[src/rtl/phy_bringup_pkg.sv]
package phy_bringup_pkg;

    typedef enum logic [1:0] {
        ST_IDLE   = 2'd0,
        ST_SETTLE = 2'd1,
        ST_CAL    = 2'd2,
        ST_DLL    = 2'd3
    } seq_state_e;

    localparam logic [1:0] ERR_NONE = 2'b00;
    localparam logic [1:0] ERR_CAL  = 2'b01;
    localparam logic [1:0] ERR_DLL  = 2'b10;

endpackage

[src/rtl/phy_seq_timer.sv]
module phy_seq_timer #(
    parameter int W = 8
) (
    input  logic         clk,
    input  logic         rst_n,
    input  logic         load,
    input  logic [W-1:0] load_val,
    output logic         expired
);
    logic [W-1:0] cnt_d, cnt_q;

    always_comb begin
        if (load) begin
            cnt_d = load_val;
        end else if (cnt_q != '0) begin
            cnt_d = cnt_q - 1'b1;
        end else begin
            cnt_d = cnt_q;
        end
    end

    always_ff @(posedge clk or negedge rst_n) begin
        if (!rst_n) begin
            cnt_q <= '0;
        end else begin
            cnt_q <= cnt_d;
        end
    end

    assign expired = (cnt_q == '0);

    // every wait is at least two cycles long, so a fresh load is never zero
    a_r3_load_nonzero: assert property (@(posedge clk) disable iff (!rst_n)
        load |-> (load_val != '0));

endmodule

[src/rtl/phy_seq_ctrl.sv]
module phy_seq_ctrl
    import phy_bringup_pkg::*;
#(
    parameter int W        = 8,
    parameter int SETTLE_N = 3,
    parameter int CAL_N    = 5,
    parameter int DLL_N    = 30
) (
    input  logic         clk,
    input  logic         rst_n,
    input  logic         on_req,
    input  logic         off_req,
    input  logic         caldone,
    input  logic         dllrdy,
    input  logic         tmr_expired,
    output logic         tmr_load,
    output logic [W-1:0] tmr_val,
    output logic         pdb,
    output logic         endll,
    output logic         busy,
    output logic         done,
    output logic         err,
    output logic [1:0]   err_code
);
    typedef struct packed {
        seq_state_e state;
        logic       pdb;
        logic       endll;
        logic       done;
        logic       err;
        logic [1:0] code;
    } seq_regs_t;

    seq_regs_t r_d, r_q;

    always_comb begin
        r_d      = r_q;
        r_d.done = 1'b0;
        r_d.err  = 1'b0;
        r_d.code = ERR_NONE;
        tmr_load = 1'b0;
        tmr_val  = '0;
        case (r_q.state)
            ST_IDLE: begin
                if (off_req) begin
                    r_d.pdb   = 1'b0;
                    r_d.endll = 1'b0;
                    r_d.done  = 1'b1;
                end else if (on_req) begin
                    r_d.pdb   = 1'b0;
                    r_d.endll = 1'b0;
                    r_d.state = ST_SETTLE;
                    tmr_load  = 1'b1;
                    tmr_val   = W'(SETTLE_N - 1);
                end
            end
            ST_SETTLE: begin
                if (tmr_expired) begin
                    r_d.pdb   = 1'b1;
                    r_d.state = ST_CAL;
                    tmr_load  = 1'b1;
                    tmr_val   = W'(CAL_N - 1);
                end
            end
            ST_CAL: begin
                if (tmr_expired) begin
                    if (caldone) begin
                        r_d.endll = 1'b1;
                        r_d.state = ST_DLL;
                        tmr_load  = 1'b1;
                        tmr_val   = W'(DLL_N - 1);
                    end else begin
                        r_d.err   = 1'b1;
                        r_d.code  = ERR_CAL;
                        r_d.state = ST_IDLE;
                    end
                end
            end
            ST_DLL: begin
                if (tmr_expired) begin
                    r_d.state = ST_IDLE;
                    if (dllrdy) begin
                        r_d.done = 1'b1;
                    end else begin
                        r_d.err  = 1'b1;
                        r_d.code = ERR_DLL;
                    end
                end
            end
            default: r_d.state = ST_IDLE;
        endcase
    end

    always_ff @(posedge clk or negedge rst_n) begin
        if (!rst_n) begin
            r_q <= '{state: ST_IDLE, pdb: 1'b0, endll: 1'b0,
                     done: 1'b0, err: 1'b0, code: ERR_NONE};
        end else begin
            r_q <= r_d;
        end
    end

    assign pdb      = r_q.pdb;
    assign endll    = r_q.endll;
    assign busy     = (r_q.state != ST_IDLE);
    assign done     = r_q.done;
    assign err      = r_q.err;
    assign err_code = r_q.code;

    // an accepted power-on request starts with both controls low
    a_r1_start_low: assert property (@(posedge clk) disable iff (!rst_n)
        (on_req && !off_req && !busy) |=> (busy && !pdb && !endll));

    // an idle power-off request completes in one cycle
    a_r2_off_now: assert property (@(posedge clk) disable iff (!rst_n)
        (off_req && !busy) |=> (!pdb && !endll && done && !busy));

    // pdb can only rise out of a running sequence
    a_r3_pdb_from_busy: assert property (@(posedge clk) disable iff (!rst_n)
        $rose(pdb) |-> $past(busy));

    // completion and error are exclusive
    a_r9_done_err_excl: assert property (@(posedge clk) disable iff (!rst_n)
        $onehot0({done, err}));

    // stage code only during an error pulse
    a_r9_code_quiet: assert property (@(posedge clk) disable iff (!rst_n)
        !err |-> (err_code == ERR_NONE));

    // an error always names a stage
    a_r9_code_set: assert property (@(posedge clk) disable iff (!rst_n)
        err |-> (err_code != ERR_NONE));

    // DLL enable never without power
    a_r9_endll_needs_pdb: assert property (@(posedge clk) disable iff (!rst_n)
        endll |-> pdb);

endmodule

[src/rtl/phy_bringup_seq.sv]
module phy_bringup_seq #(
    parameter int CYCLES_PER_US = 250,
    parameter int SETTLE_US     = 3,
    parameter int CAL_US        = 5,
    parameter int DLL_US        = 30
) (
    input  logic       clk,
    input  logic       rst_n,
    input  logic       on_req,
    input  logic       off_req,
    input  logic       caldone,
    input  logic       dllrdy,
    output logic       pdb,
    output logic       endll,
    output logic       busy,
    output logic       done,
    output logic       err,
    output logic [1:0] err_code
);
    localparam int SETTLE_N = SETTLE_US * CYCLES_PER_US;
    localparam int CAL_N    = CAL_US * CYCLES_PER_US;
    localparam int DLL_N    = DLL_US * CYCLES_PER_US;
    localparam int MAX_A    = (SETTLE_N > CAL_N) ? SETTLE_N : CAL_N;
    localparam int MAX_N    = (MAX_A > DLL_N) ? MAX_A : DLL_N;
    localparam int W        = $clog2(MAX_N + 1);

    logic         tmr_load;
    logic [W-1:0] tmr_val;
    logic         tmr_expired;

    phy_seq_timer #(.W(W)) u_timer (
        .clk      (clk),
        .rst_n    (rst_n),
        .load     (tmr_load),
        .load_val (tmr_val),
        .expired  (tmr_expired)
    );

    phy_seq_ctrl #(
        .W        (W),
        .SETTLE_N (SETTLE_N),
        .CAL_N    (CAL_N),
        .DLL_N    (DLL_N)
    ) u_ctrl (
        .clk         (clk),
        .rst_n       (rst_n),
        .on_req      (on_req),
        .off_req     (off_req),
        .caldone     (caldone),
        .dllrdy      (dllrdy),
        .tmr_expired (tmr_expired),
        .tmr_load    (tmr_load),
        .tmr_val     (tmr_val),
        .pdb         (pdb),
        .endll       (endll),
        .busy        (busy),
        .done        (done),
        .err         (err),
        .err_code    (err_code)
    );

    initial begin
        a_r3_waits_long: assert (SETTLE_N >= 2 && CAL_N >= 2 && DLL_N >= 2);
    end

endmodule

[config.mk]
export PLATFORM = sky130hd
export DESIGN_NAME = phy_bringup_seq
export DESIGN_NICKNAME = d
export VERILOG_FILES = /design/src/rtl/phy_bringup_pkg.sv /design/src/rtl/phy_seq_timer.sv /design/src/rtl/phy_seq_ctrl.sv /design/src/rtl/phy_bringup_seq.sv
export SDC_FILE = /design/constraint.sdc
export NUM_CORES = 1
export LEC_CHECK = 0
export ABC_AREA = 0
export BUFFER_PORTS_ARGS = -buffer_cell sky130_fd_sc_hd__buf_2
export CAP_MARGIN = 20
export CORE_MARGIN = 4
export CORE_UTILIZATION = 58
export CTS_BUF_LIST = sky130_fd_sc_hd__clkbuf_8 sky130_fd_sc_hd__clkbuf_16
export DETAILED_ROUTE_END_ITERATION = 12
export GPL_TIMING_DRIVEN = 0
export HOLD_SLACK_MARGIN = 0.1
export PLACE_DENSITY = 0.88
export SYNTH_ARGS = -nofsm -noshare
export SYNTH_HDL_FRONTEND = slang
export SYNTH_HIERARCHICAL = 1
export SYNTH_SLANG_ARGS = --single-unit
[constraint.sdc]
create_clock -name clk -period 2.9 [get_ports clk]
set_input_delay 0.725 -clock clk [delete_from_list [all_inputs] [get_ports clk]]
set_output_delay 0.725 -clock clk [all_outputs]
set_load 0.1 [all_outputs]
---- Yosys cells after proc, flatten, opt, wreduce, memory -nomap -nowiden ----
Index checks and enable logic that the tools add are counted.
word-level totals
  flip-flop bits (word level) ............. 21
  input bits .............................. 6
  output and inout bits ................... 7
  word-level logic and storage cells ...... 62
cells by class
  $add $sub $neg .......................... 1
  eq/ne operators ......................... 10
  mux-type cells .......................... 34
  reduce and logical (&&, ||, !) cells .... 10
operators by type and width
  kind                     count
  $mux W13                 5
  $pmux W13 S3             1
  $logic_not A13 Y1        1
  $reduce_bool A13 Y1      1
  $sub A13 B1 Y13 const B  1
  $mux W3                  4
  $ne A2 B2 Y1 const B     6
  $mux W11                 1
  $mux W10                 1
  $mux W2                  5
  $mux W1                  9
  $mux W4                  2
  $pmux W2 S4              1
  $reduce_bool A2 Y1       4
  $pmux W1 S2              3
  $pmux W3 S2              1
  $reduce_and A5 Y1        1
  $eq A2 B2 Y1 const B     2
  $reduce_and A4 Y1        1
  $ne A3 B3 Y1 const B     1
  $pmux W1 S3              1
  $reduce_and A3 Y1        1
  $eq A2 B1 Y1 const B     1
  $logic_not A2 Y1         1

---- Depth between registers and ports, before layout ----
  depth after elaboration ................. 4
  depth in mapped cells ................... 13
  mapped depth without buffers ............ 11

---- Modules after synthesis ----
Netlist, hierarchy kept.
by module, submodules not included
  module         instances  cells an instance  area each (µm²)  sequential area each (µm²)
  phy_seq_timer  1          82                 767.0            325.3
  phy_seq_ctrl   1          67                 605.6            200.2

---- Least setup slack after synthesis ----
Ideal clock, no wire load.
  path type ............................... flip-flop to flip-flop
  from .................................... register u_timer.cnt_q[6]
  to ...................................... register u_timer.cnt_q[2]
  setup time .............................. 0.095 ns
  data arrival time ....................... 2.399 ns
  required time ........................... 2.805 ns
  setup slack ............................. 0.406 ns
  stages on the path, launching flop included .. 12
  path buffers ............................ 3
  period minus slack after synthesis ...... 2.494 ns
  cell sequence ........................... dfrtp_1 -> nor4_2 -> nand4b_1 -> inv_2 -> buf_2 -> nand2_1 -> a21oi_1 -> or2_2 -> buf_1 -> clkbuf_1 -> nand2_1 -> o31ai_1
on the way
  word-level cells in the longest chain between the ends .. 4
  elaborated cells on any way between the ends .. 9
  classes of those cells .................. mux: 6; reduce/logical: 3
ends and longest elaborated chain
  what                                                   RTL line                                source
  start, declared                                        phy_seq_timer.sv:10                     logic [W-1:0] cnt_d, cnt_q;
  start signal, assigned                                 phy_seq_timer.sv:26                     cnt_q <= cnt_d;
  $logic_not A13 Y1 *                                    phy_seq_timer.sv:30                     assign expired = (cnt_q == '0);
  net tmr_expired                                        phy_bringup_seq.sv:29                   logic tmr_expired;
  $mux W1, on equally long branches                      phy_seq_ctrl.sv:66, phy_seq_ctrl.sv:58
  $pmux W1 S3 *                                          phy_seq_ctrl.sv:43                      case (r_q.state)
  net tmr_load                                           phy_bringup_seq.sv:27                   logic tmr_load;
  $mux W13 / $reduce_bool A2 Y1 (equally long branches)  -
The timed path passes the listed nets; every way through them passes the cells marked *.
A chain may end at the register's enable or synchronous reset.

---- Worst setup path in the final report ----
  from .................................... register u_timer.cnt_q[0]
  to ...................................... register u_timer.cnt_q[9]
Same word-level chain as after synthesis.

==> metrics list <==
- Status: complete, no violations
- Antenna violations before repair: 0
- CP Class: reg -> reg
* Final period utilization: 93.1%
- Clock tree synthesis selected as its root buffer the cell sky130_fd_sc_hd__clkbuf_8.
- 13 I/O pins were placed.
- Most instantiated cells after synthesis: 21 x sky130_fd_sc_hd__dfrtp_1, 20 x sky130_fd_sc_hd__nand2_1, 10 x sky130_fd_sc_hd__buf_4
- Clock insertion delay at the later pin of the skew report: about 0.25 ns
* Share of cells above drive strength 1: 24.2%
- R2r worst-path depth: 12
- From bottom edge to top edge, the die measures about 57 um.
- Buffers on Ports: 12
* Cell with the biggest individual delay on the critical path: sky130_fd_sc_hd__dfrtp_1
- Number of instances in the synthesized netlist: between 100 and 150
- Design Power: between 500 and 600 uW
* Final Setup Violations: 0
- Critical Path Max Stage Delay: 0.38 ns
- Largest cells by area after synthesis: sky130_fd_sc_hd__dfrtp_1 38%, sky130_fd_sc_hd__ha_1 8.2%, sky130_fd_sc_hd__buf_4 5.5%, sky130_fd_sc_hd__nand2_1 5.5%, sky130_fd_sc_hd__xnor2_1 5.1%
* Buffers from clock root to sink, at most: 2
* Cell taking the most area after synthesis: sky130_fd_sc_hd__dfrtp_1
- Final hold violation count: 0
* Total track usage: 19.9%
* Kind of capture point of the worst setup path: register
- Clock tree sinks: 21
- In this run the core area contains 17 standard-cell rows.
* Core area: 2230 um^2
- Met2 WL: ~1500 um
- Detailed-router iteration count before antenna repair: 6
* Post-placement cell area: 1470 um^2
* Reg-to-reg startpoint: u_timer/cnt_q[0]
- Antenna-violating nets left: 0
* Setup repair after global routing missed its margin: false
* Gp weighted congestion: 0.818
- VDD sags by at most about 260 uV.
- Final HPWL DP: about 2200 um
- For this design the total switching power over the nets is between 100 and 150 uW.
* DRC violation count after routing: 0
- Traced cell by cell, the critical path runs through inv_1, ha_1, nor3b_1, nand4b_1, inv_2, buf_2, nand2_1, a21oi_1, or2_2, clkbuf_2, nand2_1, o21ai_1.
- The final number of max-transition violations came to 0.
- Entering global routing, the biggest net connects 22 pins.
* Width of the chip: 56.6 um
- Clk network pwr share: a little over a third
* Number of warnings reported in the yosys synthesis log: 6
* Routed wire length: 2860 um
- Arrival time at the worst endpoint: 2.87 ns
* Leak: 0.000710 uW
* Netlist Area Pre-Place: 1370 um^2
- Top routing layer used: met4
- Clock tree from TritonCTS: done
* Source of the critical timing path: u_timer/cnt_q[0]
* Setup clock skew after layout: 0.00224 ns
- Critical path fanouts, max: 12
* Quantity of hold-fixing buffers added after cts: 0
- Hold is met by 0.416 ns.
* Die footprint: 3210 um^2
- Share of the synthesized area in the top cell type: between 30% and 40%
- The min-delay analysis places its worst path in the category in -> async.
* Via density per instance: 5.67
- After synthesis, the netlist uses 38 different library cells.
- After the last flow step, the layout net total stands at 181.
- The routed design uses 111 um of met3 wire.
* Maximum clock rate: 370 MHz
* Setup TNS: 0 ns
- Global-route wire length before repair: around 5000 um
- Combinational cell fraction of total power: between 6 and 7%
- Finished layout cell area: 1540 um^2
- For this run the aggregate overflow at the end of global routing stands at 0.
- Among all flip-flop cells after synthesis, the most frequent one is sky130_fd_sc_hd__dfrtp_1.
- Most used standard cell by instance count after synthesis: sky130_fd_sc_hd__dfrtp_1
- Fraction of the yosys area taken by sequential cells: 38.3%
- Kind of launch point of the worst setup path: register
- Switching part of the total power: 22.6%
- The share of total power dissipated in sequential elements is 58.1%.
* Number of synthesized register bits: 21
- For this block, the initial DRC count from the detailed router was 39.
* Worst-path clk slew: 0.08 ns
- EDFF count, synth: 0
* Total nets after synthesis: 164
* Routed wire length per instance: 14.8 um
* Total number of vias: 1,095
- Pwr/cell area: ~340 nW/um^2
* Internal power: about 410 uW
- Number of global-route vias before repair: 1,051
- Once the floorplan was initialized, standard cells occupied 61.5% of the core.
* Mean cell area of the mapped netlist: between 9 and 10 um^2
* Number of levels in the clock H-tree: 1
* Data required time of the worst path: 3.07 ns
* Final period demand of the worst path: approximately 2.7 ns
* Number of buffers added by the clock tree synthesis step: 3
* Number of inserted diodes: 0
- Syn-to-layout area delta: 11.9%
- Counting flops with an async set or reset pin after synthesis yields a share of 100%.
- CP dominant cell by count: sky130_fd_sc_hd__nand2_1
- Length of routed wiring on met1: 1270 um
* Max capacitance violation total: 0
state kept, by name, indices dropped and copies added, names as in the netlist:
name             count
u_ctrl/endll         1
u_ctrl/done          1
u_ctrl/err           1
u_timer/cnt_q       13
u_ctrl/r_q           2
u_ctrl/err_code      2
u_ctrl/pdb           1
layout make-up:
type / instances / area (um^2)
repair buffers: 13 / 67.6
plain buffers: 13 / 88.8
fillers: 164 / 698
well taps: 28 / 35.0
clock buffers: 3 / 41.3
inverters: 9 / 33.8
multi-input cells: 105 / 739
clock inverters: 1 / 3.75
flip-flops and latches: 21 / 526
critical path, delay by kind of cell, from the launching register on:
kind | cells | cell delay, ns
simple gates | 5 | 0.94
buf+inv | 4 | 0.73
flops | 1 | 0.38
compound gates | 2 | 0.38
fa+ha+maj | 1 | 0.16
what timing repair did:
item | in CTS | in global routing
resized for setup | 1 | 3
hold endpoints to repair | 0 | 0
pin swaps | 0 | 1
setup endpoints to repair | 13 | 13
buffers inserted | 0 | 1
cell usage in the layout, fill, tap and decap left out, drive strengths merged:
cell type,n
nand4b,2
mux2i,3
nor3,3
a21oi,5
mux2,1
or3b,1
dfrtp,21
clkbuf,5
o211ai,1
ha,9
nand3b,1
nand2,20
nor4,5
buf,24
xor2,3
nor3b,2
o21ai,12
or3,2
xnor2,8
a2bb2oi,2
o311ai,1
or2,2
or4,1
conb,1
inv,10
a31oi,1
nor2,8
o31ai,1
nand2b,4
o2111ai,1
nand3,5
power by group through the flow:
stage                     combinational, uW  sequential [uW]  clock [uW]
after floorplan                        20.7              310           0
after global placement                 32.9              310           0
after detailed placement               34.1              311           0
after CTS                              34.2              305         189
after global routing                   39.4              308         207
final                                  34.6              307         187
path summary, 6_finish.rpt:
path	endpoint	slack, ns
worst max register to register	u_timer/cnt_q[9]	0.20
min in group clk	u_ctrl/pdb	0.58
max in group asynchronous	u_timer/cnt_q[8]	2.16
worst min register to register	u_ctrl/pdb	0.58
worst min-delay path	u_ctrl/r_q[7]	0.42
worst max-delay path	u_timer/cnt_q[9]	0.20
stage by stage:
step	std cells	util, %	setup WS [ns]
5_1_grt	193	68.7	0.0298
6_report	193	68.7	0.200
3_5_place_dp	189	65.7	-0.243
2_1_floorplan	149	-	0.406
4_1_cts	192	67.6	0.0928
3_3_place_gp	189	65.7	-0.0681
layer usage:
layer	vias up	track usage [%]
met5	-	0
met4	0	5.08
met3	2	3.45
met2	35	32.5
met1	529	27.1
li1	529	-
logic make-up after synthesis:
logic type	count (synthesis)	share of synthesized area [%]
compound gates	24	11.2
xor+xnor	11	7.02
fa+ha+maj	9	8.20
buf+inv	23	9.12
flops	21	38.3
mux	4	3.01
other cells	1	0.273
simple gates	56	22.9
Power figures use the tool's default switching activity.
